<file path="config.mk">
export PLATFORM = sky130hd
export DESIGN_NAME = acr_param_unit
export DESIGN_NICKNAME = d
export VERILOG_FILES = /design/src/rtl/acr_pkg.sv /design/src/rtl/acr_lookup.sv /design/src/rtl/acr_write_seq.sv /design/src/rtl/acr_shadow_bank.sv /design/src/rtl/acr_param_unit.sv
export SDC_FILE = /design/constraint.sdc
export NUM_CORES = 1
export LEC_CHECK = 0
export BUFFER_PORTS_ARGS = -buffer_cell sky130_fd_sc_hd__buf_2
export CAP_MARGIN = 20
export CORE_MARGIN = 3
export CORE_UTILIZATION = 35
export DETAILED_ROUTE_END_ITERATION = 16
export PLACE_DENSITY = 0.49
export SKIP_LAST_GASP = 1
export SLEW_MARGIN = 20
export SYNTH_ARGS = -nofsm -noshare
export SYNTH_HDL_FRONTEND = slang
export SYNTH_SLANG_ARGS = --single-unit
</file>
<file path="constraint.sdc">
create_clock -name clk -period 8 [get_ports clk]
set_input_delay 0.4 -clock clk [delete_from_list [all_inputs] [get_ports clk]]
set_output_delay 0.4 -clock clk [all_outputs]
set_load 0.02 [all_outputs]
</file>
<file path="src/rtl/acr_pkg.sv">
package acr_pkg;

    localparam int ACR_ENTRIES = 16;
    localparam int ACR_IDX_W   = $clog2(ACR_ENTRIES);
    localparam int ACR_VAL_W   = 20;
    localparam int ACR_FREQ_W  = 32;
    localparam int ACR_BYTE_W  = 8;
    localparam int ACR_TOP_W   = ACR_VAL_W - 2 * ACR_BYTE_W;
    localparam int ACR_N_STD   = 6144;
    localparam logic [2:0] ACR_SHIFT_CODE = 3'b001;
    localparam logic [7:0] ACR_FS_RATIO   = 8'd128;

    typedef struct packed {
        logic [ACR_FREQ_W-1:0] freq_hz;
        logic [ACR_VAL_W-1:0]  n;
        logic [ACR_VAL_W-1:0]  cts;
    } acr_entry_t;

    typedef enum logic [2:0] {
        WS_IDLE    = 3'd0,
        WS_CTS_HI  = 3'd1,
        WS_CTS_MID = 3'd2,
        WS_CTS_LO  = 3'd3,
        WS_N_HI    = 3'd4,
        WS_N_MID   = 3'd5,
        WS_N_LO    = 3'd6
    } wr_sel_t;

    function automatic acr_entry_t std_entry(input int unsigned khz);
        acr_entry_t e;
        e.freq_hz = ACR_FREQ_W'(khz * 1000);
        e.n       = ACR_VAL_W'(ACR_N_STD);
        e.cts     = ACR_VAL_W'(khz);
        return e;
    endfunction

    function automatic acr_entry_t special_entry(input int unsigned khz,
                                                 input int unsigned n,
                                                 input int unsigned cts);
        acr_entry_t e;
        e.freq_hz = ACR_FREQ_W'(khz * 1000);
        e.n       = ACR_VAL_W'(n);
        e.cts     = ACR_VAL_W'(cts);
        return e;
    endfunction

    function automatic acr_entry_t acr_table(input int unsigned idx);
        case (idx)
            0:       return std_entry(25175);
            1:       return std_entry(25200);
            2:       return std_entry(27000);
            3:       return std_entry(27027);
            4:       return std_entry(40000);
            5:       return std_entry(54000);
            6:       return std_entry(54054);
            7:       return std_entry(65000);
            8:       return special_entry(74176, 11648, 140625);
            9:       return std_entry(74250);
            10:      return std_entry(83500);
            11:      return std_entry(106500);
            12:      return std_entry(108000);
            13:      return special_entry(148352, 5824, 140625);
            14:      return std_entry(148500);
            default: return special_entry(297000, 5120, 247500);
        endcase
    endfunction

endpackage

</file>
<file path="src/rtl/acr_lookup.sv">
module acr_lookup
    import acr_pkg::*;
#(
    parameter int ENTRIES = ACR_ENTRIES
) (
    input  logic                  clk,
    input  logic                  rst,
    input  logic [ACR_FREQ_W-1:0] pclk_hz,
    output logic                  hit,
    output acr_entry_t            entry
);
    localparam int IW = (ENTRIES > 1) ? $clog2(ENTRIES) : 1;

    logic [ENTRIES-1:0] ge;
    logic [ENTRIES-1:0] first;
    logic [ENTRIES:0]   seen;

    assign seen[0] = 1'b0;

    generate
        for (genvar i = 0; i < ENTRIES; i++) begin : g_cmp
            acr_entry_t tab;
            assign tab      = acr_table(i);
            assign ge[i]    = (pclk_hz <= tab.freq_hz);
            assign first[i] = ge[i] & ~seen[i];
            assign seen[i+1] = seen[i] | ge[i];
        end
    endgenerate

    logic [IW-1:0] idx;
    always_comb begin
        idx = '0;
        for (int i = 0; i < ENTRIES; i++) begin
            if (first[i]) idx = IW'(i);
        end
    end

    assign hit   = seen[ENTRIES];
    assign entry = acr_table(int'(idx));

    AST_ONE_MATCH: assert property (@(posedge clk) disable iff (rst)
        $onehot0(first) && (hit == (first != '0))) else $error("AST_ONE_MATCH");

    AST_MATCH_BOUND: assert property (@(posedge clk) disable iff (rst)
        hit |-> (pclk_hz <= entry.freq_hz)) else $error("AST_MATCH_BOUND");

endmodule

</file>
<file path="src/rtl/acr_write_seq.sv">
module acr_write_seq
    import acr_pkg::*;
(
    input  logic                  clk,
    input  logic                  rst,
    input  logic                  start,
    input  acr_entry_t            entry_in,
    output logic                  busy,
    output wr_sel_t               wr_sel,
    output logic [ACR_BYTE_W-1:0] wr_data
);
    wr_sel_t    state;
    acr_entry_t held;

    always_ff @(posedge clk) begin
        if (rst) begin
            state <= WS_IDLE;
            held  <= '0;
        end else begin
            case (state)
                WS_IDLE: if (start) begin
                    state <= WS_CTS_HI;
                    held  <= entry_in;
                end
                WS_CTS_HI:  state <= WS_CTS_MID;
                WS_CTS_MID: state <= WS_CTS_LO;
                WS_CTS_LO:  state <= WS_N_HI;
                WS_N_HI:    state <= WS_N_MID;
                WS_N_MID:   state <= WS_N_LO;
                default:    state <= WS_IDLE;
            endcase
        end
    end

    assign busy   = (state != WS_IDLE);
    assign wr_sel = state;

    always_comb begin
        case (state)
            WS_CTS_HI:  wr_data = {ACR_SHIFT_CODE, 1'b1, held.cts[ACR_VAL_W-1 -: ACR_TOP_W]};
            WS_CTS_MID: wr_data = held.cts[2*ACR_BYTE_W-1 -: ACR_BYTE_W];
            WS_CTS_LO:  wr_data = held.cts[ACR_BYTE_W-1:0];
            WS_N_HI:    wr_data = {{(ACR_BYTE_W-ACR_TOP_W){1'b0}}, held.n[ACR_VAL_W-1 -: ACR_TOP_W]};
            WS_N_MID:   wr_data = held.n[2*ACR_BYTE_W-1 -: ACR_BYTE_W];
            WS_N_LO:    wr_data = held.n[ACR_BYTE_W-1:0];
            default:    wr_data = '0;
        endcase
    end

    AST_CTS_HI_LEADS: assert property (@(posedge clk) disable iff (rst)
        (wr_sel == WS_CTS_HI) |-> ($past(wr_sel) == WS_IDLE)) else $error("AST_CTS_HI_LEADS");

    AST_N_LO_LAST: assert property (@(posedge clk) disable iff (rst)
        (wr_sel == WS_N_LO) |=> (wr_sel == WS_IDLE)) else $error("AST_N_LO_LAST");

    AST_HOLD_IN_FLIGHT: assert property (@(posedge clk) disable iff (rst)
        (busy && wr_sel != WS_N_LO) |=> $stable(held)) else $error("AST_HOLD_IN_FLIGHT");

endmodule

</file>
<file path="src/rtl/acr_shadow_bank.sv">
module acr_shadow_bank
    import acr_pkg::*;
(
    input  logic                  clk,
    input  logic                  rst,
    input  wr_sel_t               wr_sel,
    input  logic [ACR_BYTE_W-1:0] wr_data,
    input  logic                  reject,
    output logic [ACR_VAL_W-1:0]  n_out,
    output logic [ACR_VAL_W-1:0]  cts_out,
    output logic                  valid_out,
    output logic                  manual_out,
    output logic [2:0]            shift_out
);
    logic [ACR_BYTE_W-1:0] stg_cts_hi, stg_cts_mid, stg_cts_lo;
    logic [ACR_BYTE_W-1:0] stg_n_hi, stg_n_mid;
    logic                  commit;

    assign commit = (wr_sel == WS_N_LO);

    always_ff @(posedge clk) begin
        if (rst) begin
            stg_cts_hi  <= '0;
            stg_cts_mid <= '0;
            stg_cts_lo  <= '0;
            stg_n_hi    <= '0;
            stg_n_mid   <= '0;
            n_out       <= '0;
            cts_out     <= '0;
            valid_out   <= 1'b0;
            manual_out  <= 1'b0;
            shift_out   <= '0;
        end else begin
            case (wr_sel)
                WS_CTS_HI:  stg_cts_hi  <= wr_data;
                WS_CTS_MID: stg_cts_mid <= wr_data;
                WS_CTS_LO:  stg_cts_lo  <= wr_data;
                WS_N_HI:    stg_n_hi    <= wr_data;
                WS_N_MID:   stg_n_mid   <= wr_data;
                default: ;
            endcase
            if (commit) begin
                n_out      <= {stg_n_hi[ACR_TOP_W-1:0], stg_n_mid, wr_data};
                cts_out    <= {stg_cts_hi[ACR_TOP_W-1:0], stg_cts_mid, stg_cts_lo};
                manual_out <= stg_cts_hi[ACR_TOP_W];
                shift_out  <= stg_cts_hi[ACR_BYTE_W-1 -: 3];
                valid_out  <= 1'b1;
            end else if (reject) begin
                valid_out  <= 1'b0;
            end
        end
    end

    AST_NO_PARTIAL: assert property (@(posedge clk) disable iff (rst)
        !commit |=> ($stable(n_out) && $stable(cts_out))) else $error("AST_NO_PARTIAL");

    AST_FLAGS_ON_COMMIT: assert property (@(posedge clk) disable iff (rst)
        commit |=> (manual_out && shift_out == ACR_SHIFT_CODE && valid_out)) else $error("AST_FLAGS_ON_COMMIT");

endmodule

</file>
<file path="src/rtl/acr_param_unit.sv">
module acr_param_unit
    import acr_pkg::*;
(
    input  logic        clk,
    input  logic        rst,
    input  logic [31:0] pclk_hz,
    input  logic        pclk_load,
    output logic [19:0] acr_n,
    output logic [19:0] acr_cts,
    output logic        acr_valid,
    output logic        acr_busy,
    output logic        cts_manual,
    output logic [2:0]  n_shift,
    output logic [7:0]  fs_ratio
);
    logic                  hit;
    acr_entry_t            entry;
    logic                  start;
    logic                  reject;
    wr_sel_t               wr_sel;
    logic [ACR_BYTE_W-1:0] wr_data;

    acr_lookup #(.ENTRIES(ACR_ENTRIES)) u_lookup (
        .clk     (clk),
        .rst     (rst),
        .pclk_hz (pclk_hz),
        .hit     (hit),
        .entry   (entry)
    );

    assign start  = pclk_load & ~acr_busy & hit;
    assign reject = pclk_load & ~acr_busy & ~hit;

    acr_write_seq u_seq (
        .clk      (clk),
        .rst      (rst),
        .start    (start),
        .entry_in (entry),
        .busy     (acr_busy),
        .wr_sel   (wr_sel),
        .wr_data  (wr_data)
    );

    acr_shadow_bank u_bank (
        .clk        (clk),
        .rst        (rst),
        .wr_sel     (wr_sel),
        .wr_data    (wr_data),
        .reject     (reject),
        .n_out      (acr_n),
        .cts_out    (acr_cts),
        .valid_out  (acr_valid),
        .manual_out (cts_manual),
        .shift_out  (n_shift)
    );

    assign fs_ratio = ACR_FS_RATIO;

    AST_MISS_CLEARS: assert property (@(posedge clk) disable iff (rst)
        (pclk_load && !acr_busy && !hit) |=> (!acr_valid && !acr_busy && $stable(acr_n) && $stable(acr_cts))) else $error("AST_MISS_CLEARS");

    AST_HIT_STARTS: assert property (@(posedge clk) disable iff (rst)
        (pclk_load && !acr_busy && hit) |=> acr_busy) else $error("AST_HIT_STARTS");

endmodule

</file>
Yosys cells after proc, flatten, opt, wreduce, memory -nomap -nowiden
Memories as Yosys holds them, arrays and structs flattened. A register that Yosys moved wholly into a read port is not among the register bits.
Cells that the tools add are included.
{ "word_totals": {"regBits": 124, "mem_bits_ro": 832, "in_bits": 35, "out_inout_bits": 54, "word_cells": 111, "memories": 1} }
{ "mem_list": {"columns": ["name", "depth", "width", "read_ports", "rd_ports_with_merged_regs", "wr", "line_no", "rtl"], "rows": [
  ["(no name shown)", 16, 52, 1, 1, 0, "acr_pkg.sv:48", "case (idx)"]
]} }
{ "op_classes": {"magnitude_cmp": 16, "n_eq_ne": 7, "mux": 20, "n_bitwise": 50, "n_reduce_logical": 4} }
{ "op_table": {"columns": ["cell", "n"], "rows": [
  ["$le 32x27->1 const B", 5],
  ["$le 32x25->1 const B", 4],
  ["$le 32x26->1 const B", 4],
  ["$le 32x28->1 const B", 2],
  ["$mux 4", 14],
  ["$pmux 8 s5", 1],
  ["$le 32x29->1 const B", 1],
  ["$and 1x1->1", 18],
  ["$pmux 3 s6", 1],
  ["$not 1->1", 17],
  ["$or 1x1->1", 15],
  ["$eq 3x3->1 const B", 3],
  ["$eq 3x2->1 const B", 2],
  ["$eq 3x1->1 const B", 1],
  ["$logic_not 3->1", 1],
  ["$mux 1", 3],
  ["$mux 3", 1],
  ["$reduce_bool 3->1", 1],
  ["$ne 2x2->1 const B", 1],
  ["$reduce_and 2->1", 1],
  ["$reduce_bool 2->1", 1]
]} }

Logic depth before layout (Yosys ltp)
{ "logic_depth": {"ltp_word": 20, "depth_mapped": 15, "mapped_depth_nobuf": 13} }

Hierarchy
Synthesis repeated with hierarchy kept, for this count alone.
{ "unflattened": {"cells_unflattened": 983, "hier_area_um2": 8194.1} }
{ "by_module_without_submodules": {"columns": ["module", "instances", "cells_per_inst", "area_each_um2", "seq_area_each_um2"], "rows": [
  ["acr_shadow_bank", 1, 278, 3170.5, 1621.6],
  ["acr_lookup", 1, 457, 3045.4, 0.0],
  ["acr_write_seq", 1, 236, 1889.3, 860.8],
  ["acr_param_unit", 1, 12, 88.8, 0.0]
]} }

Worst setup path after synthesis
Ideal clock, no wire load.
{ "synth_timing": {"path_kind": "in2reg", "startpoint": "in pclk_hz[8]", "endpoint": "reg u_seq.held[9] (netlist bit)", "setup_ns": 0.070, "arrival_ns": 3.726, "required_time_ns": 7.930, "slack_ns": 4.204, "stages": 14, "path_buffers": 1, "path_cell_list": "clkbuf_1 -> or4bb_1 -> or3_1 -> o31ai_1 -> a21oi_1 -> a22o_1 -> nand2b_4 -> nor4b_4 -> inv_2 -> ha_1 -> o21ai_0 -> nor3b_1 -> a211o_1 -> a21oi_1"} }
{ "synth_between": {"elab_chain_len": 18, "elab_cells_between_ends": 78, "cone_classes": "order compare: 16; mux: 15; bitwise: 46; reduce/logical: 1"} }
{ "synth_lines": {"columns": ["item", "line_no", "rtl"], "rows": [
  ["start, declared", "acr_param_unit.sv:6", "input logic [31:0] pclk_hz,"],
  ["$le 32x25->1", "acr_lookup.sv:24", "assign ge[i] = (pclk_hz <= tab.freq_hz);"],
  ["$or 1x1->1 / $not 1->1 (equally long branches)", "acr_lookup.sv:26, acr_lookup.sv:25", null],
  ["$or 1x1->1 (tied with other cells) (14 in a row)", "acr_lookup.sv:26", "assign seen[i+1] = seen[i] | ge[i];"],
  ["$and 1x1->1 (tied with other cells)", "acr_param_unit.sv:31", "assign start = pclk_load & ~acr_busy & hit;"],
  ["$reduce_and 2->1 (no line) / $mux 4 (equally long branches)", null, null],
  ["end signal, assigned", "acr_write_seq.sv:23", "held <= entry_in;"],
  ["end, declared", "acr_write_seq.sv:13", "acr_entry_t held;"]
]} }
Several ways; a longest one is shown, not always the timed one.
A chain may end at the register's enable or synchronous reset.

Final worst setup path
{ "layout_timing": {"startpoint": "in pclk_hz[10]", "endpoint": "reg u_seq.held[9] (netlist bit)"} }
The elaborated chain is that of the path after synthesis.

==> results by group <==
Status
  • Outcome: completed

Critical path
  • Most common cell on crit path: a21oi_1
  • Stages on worst setup path: 14
  • Crit path DAT: 4.50 ns
  • CP Class: input pin to flop
  • Crit. End Element: flop
  • Register-to-Register Path Depth: 6
  • Reg2reg start: u_seq.wr_sel[1]
  • Bufs and invs on worst path: 2
  • Crit-path max cell delay: approximately 0.57 ns
  • Crit path capture: u_seq.held[9]
  • CP max-delay cell: or4bb_1
  • CP startpoint kind: input pin
  • CP required: 8.27 ns
  • Worst Setup SP: pclk_hz[10]
  • Critical Path, Cell by Cell: buf_2 > or4bb_1 > or3_1 > o31ai_1 > a21oi_1 > a22o_1 > nand2b_4 > nor4b_4 > inv_2 > ha_1 > o21ai_0 > nor3b_1 > a211o_1 > a21oi_1
  • Delay-heaviest family, CP: simple AND/OR/NAND/NOR gates
  • Flop2flop setup slack: approximately 5.2 ns
  • Reg2reg end: u_seq.held[13]
  • Worst-path fanout max: 20

Layout
  • Final Non-Filler Cells: ~1100
  • Antenna Cells: 0
  • Area grow syn2layout: 11.7%
  • Register area: between 0.002 and 0.0025 mm2
  • Nets@finish: just under 900
  • Multi-input gate area: about 0.0036 mm2
  • Share of post-route cells with drive strength above 1: 15.1%
  • FILL cells: ~1800

Global routing
  • First-pass GRT wire length: ~32 mm
  • GRT Total Usage: between 20% and 30%
  • Pin count of the biggest net entering global routing: between 60 and 70
  • Initial antenna violation count: 0
  • Vias in the first global route: ~6000
  • Gr ovfl total: 0

Routing
  • Routed vias/inst: 5.84
  • First DRT Iteration DRCs: 480
  • Routed WL: approximately 20 mm
  • DRC violations left: 0
  • Detailed-router iteration count before antenna repair: 5
  • Routed len/inst: ~19 um
  • Vias: approximately 6100
  • Post-route ant nets: 0

Timing
  • Worst slew pin tran: ~1.1 ns
  • Slew Limit Fails: 0
  • Tcrit/Tclk final: a little over half
  • Crit path time final: approximately 4.2 ns
  • TNS Setup: 0 ns
  • RSZ-0062 raised after global routing: false
  • Worst rel slew slack: a little over a quarter
  • Setup Skew: between 0.01 and 0.015 ns
  • Fmax: about 240 MHz
  • Setup-failing EPs final: 0
  • Endpoints failing hold: 0

Clocking
  • Post-CTS Setup Inserts: 0
  • CTS buffer count: 9
  • Clock Tree Buf Depth: 2
  • Sink Count: roughly 110
  • Clock tree from TritonCTS: built
  • Root buffer cell: clkbuf_16
  • Clock Latency Late Sink: 0.35 ns
  • Reg clk slew, reported paths: roughly 0.07 ns
  • # hold bufs at CTS: 0
  • CTS resizes: 0
  • Number of H-tree levels: 3

Synth
  • Syn avg cell area: 7.63 um2
  • Top-count cell post-synth: nand2_1
  • Share of the synthesized area in the top cell type: a little over a third
  • Unique cell type count in the Yosys netlist: 74
  • Mapped Area: 0.00611 mm2
  • Async S/R FF share, synth: 0%
  • Seq/Total Area, Yosys: ~35%
  • Synth area leaders: dfxtp_1 (35%), nand2_1 (9.2%), a21oi_1 (7.0%)
  • Yosys warning count: 0
  • Prevailing post-synth register cell: dfxtp_1
  • Post-synth EDFFs: 0
  • Seq cells post-synth: 108
  • Most frequent cells after synthesis: nand2_1 (149), dfxtp_1 (108), a21oi_1 (85), clkbuf_1 (57), nor2_1 (50)
  • Post-synth top area cell: dfxtp_1
  • Cells after Synth: 801

Floorplan
  • Die Wd: about 140 um
  • FP Rows: 47
  • Die Y-Extent: between 100 and 150 um
  • Core area: 0.0168 mm2
  • Die area: ~0.019 mm2
  • Initial Utilization: between 30% and 40%
  • IO Pins: 89

Run
  • Max-cap violations: 0

Placement
  • Post-DP HPWL: ~15 mm
  • Gpl congestion: around 1.0
  • Cells after DPL: a little over 1000
  • Port buffer count: 80

Power
  • Pwr per Cell Area: 168 mW/mm2
  • P_leak: around 2.4 nW
  • Worst VDD drop: ~0.000094 V

Worst hold path
  • Hold crit path type: flop to flop
-- sequential cells by signal (all words and copies together), names as in the netlist, 3 cells and up --
signal / count
u_bank.cts_out: 20
u_bank.n_out: 20
u_bank.shift_out: 3
u_bank.stg_cts_hi: 8
u_bank.stg_cts_lo: 8
u_bank.stg_cts_mid: 8
u_bank.stg_n_hi: 4
u_bank.stg_n_mid: 8
u_seq.held: 23
u_seq.wr_sel: 3
-- kinds of logic after synthesis --
logic type | synth area share [%]
AND/OR/NAND/NOR | 35.3
AO/OA/AOI/OAI | 19.9
buffers and inverters | 6.33
adder cells (fa/ha/maj) | 1.64
multiplexers | 1.31
flip-flops | 35.4
other | 0.123
-- report_power, final --
group / internal (W) / switching, W / leakage (nW) / total [W]
Combinational: 0.0000400 / 0.0000999 / 1.39 / 0.000140
Clock: 0.000257 / 0.000205 / 0.157 / 0.000462
Sequential: 0.000541 / 0.00000188 / 0.870 / 0.000542
Total: 0.000838 / 0.000306 / 2.42 / 0.00114
-- layout by cell type (no fill, tap or decap), drive strengths merged, types with 9 or more instances in the layout --
master / n
o21ai: 19
or4: 10
clkbuf: 10
nor2: 50
a21oi: 85
nor4: 19
buf: 87
or3: 10
nor3: 19
and2: 22
inv: 10
nand4: 18
nor2b: 9
nand2b: 9
dfxtp: 108
nand2: 149
nand4b: 11
nand3: 23
-- tightest hold or removal path: cells and delay by family, from the launching register on --
kind | cells | cell delay (ns)
DFF | 1 | 0.31
and+or+nand+nor | 1 | 0.05
AOI/OAI and AO/OA | 1 | 0.05
-- layer usage --
layer	up-vias	wire length (um)	GRT usage, %
li1	2929	-	-
met1	2854	8250	25.4
met2	275	9350	33.3
met3	69	1130	3.42
met4	0	989	11.0
met5	-	0	0
-- layout make-up --
cell class                      instances  area share [%]
Clock inverter                          6            1.16
Clock buffer                           10            3.50
Tap cell                              220            4.04
Timing Repair Buffer                   87            6.64
Multi-Input combinational cell        611            52.5
Inverter                                8           0.440
Sequential cell                       108            31.7
-- how the worst min path moves through the flow --
stage                               from           endpoint  slack [ns]  cells past startpoint
global placement      u_bank.stg_n_hi[1]   u_bank.n_out[17]        0.44                      2
CTS                            pclk_load   u_bank.valid_out        0.44                      4
detailed placement       u_bank.n_out[2]    u_bank.n_out[2]        0.44                      1
global route        u_bank.stg_cts_lo[3]  u_bank.cts_out[3]        0.47                      2
floorplan            u_bank.stg_n_mid[6]   u_bank.n_out[14]        0.43                      2
finish               u_bank.stg_n_mid[3]   u_bank.n_out[11]        0.45                      2
-- stage by stage --
stage          instance area [um2]  total power [W]  hold slack, ns  utilization [%]  setup slack, ns
6_report                      6820          0.00114           0.447             40.6             3.77
5_1_grt                       6820          0.00120           0.469             40.6             3.50
4_1_cts                       6820          0.00116           0.438             40.6             3.86
3_5_place_dp                  6500         0.000692           0.439             38.7             3.49
3_3_place_gp                  6500         0.000694           0.435             38.7             3.55
2_1_floorplan                 6130         0.000652           0.427                -             4.20
Note: power is estimated with default switching activity, not from simulation.
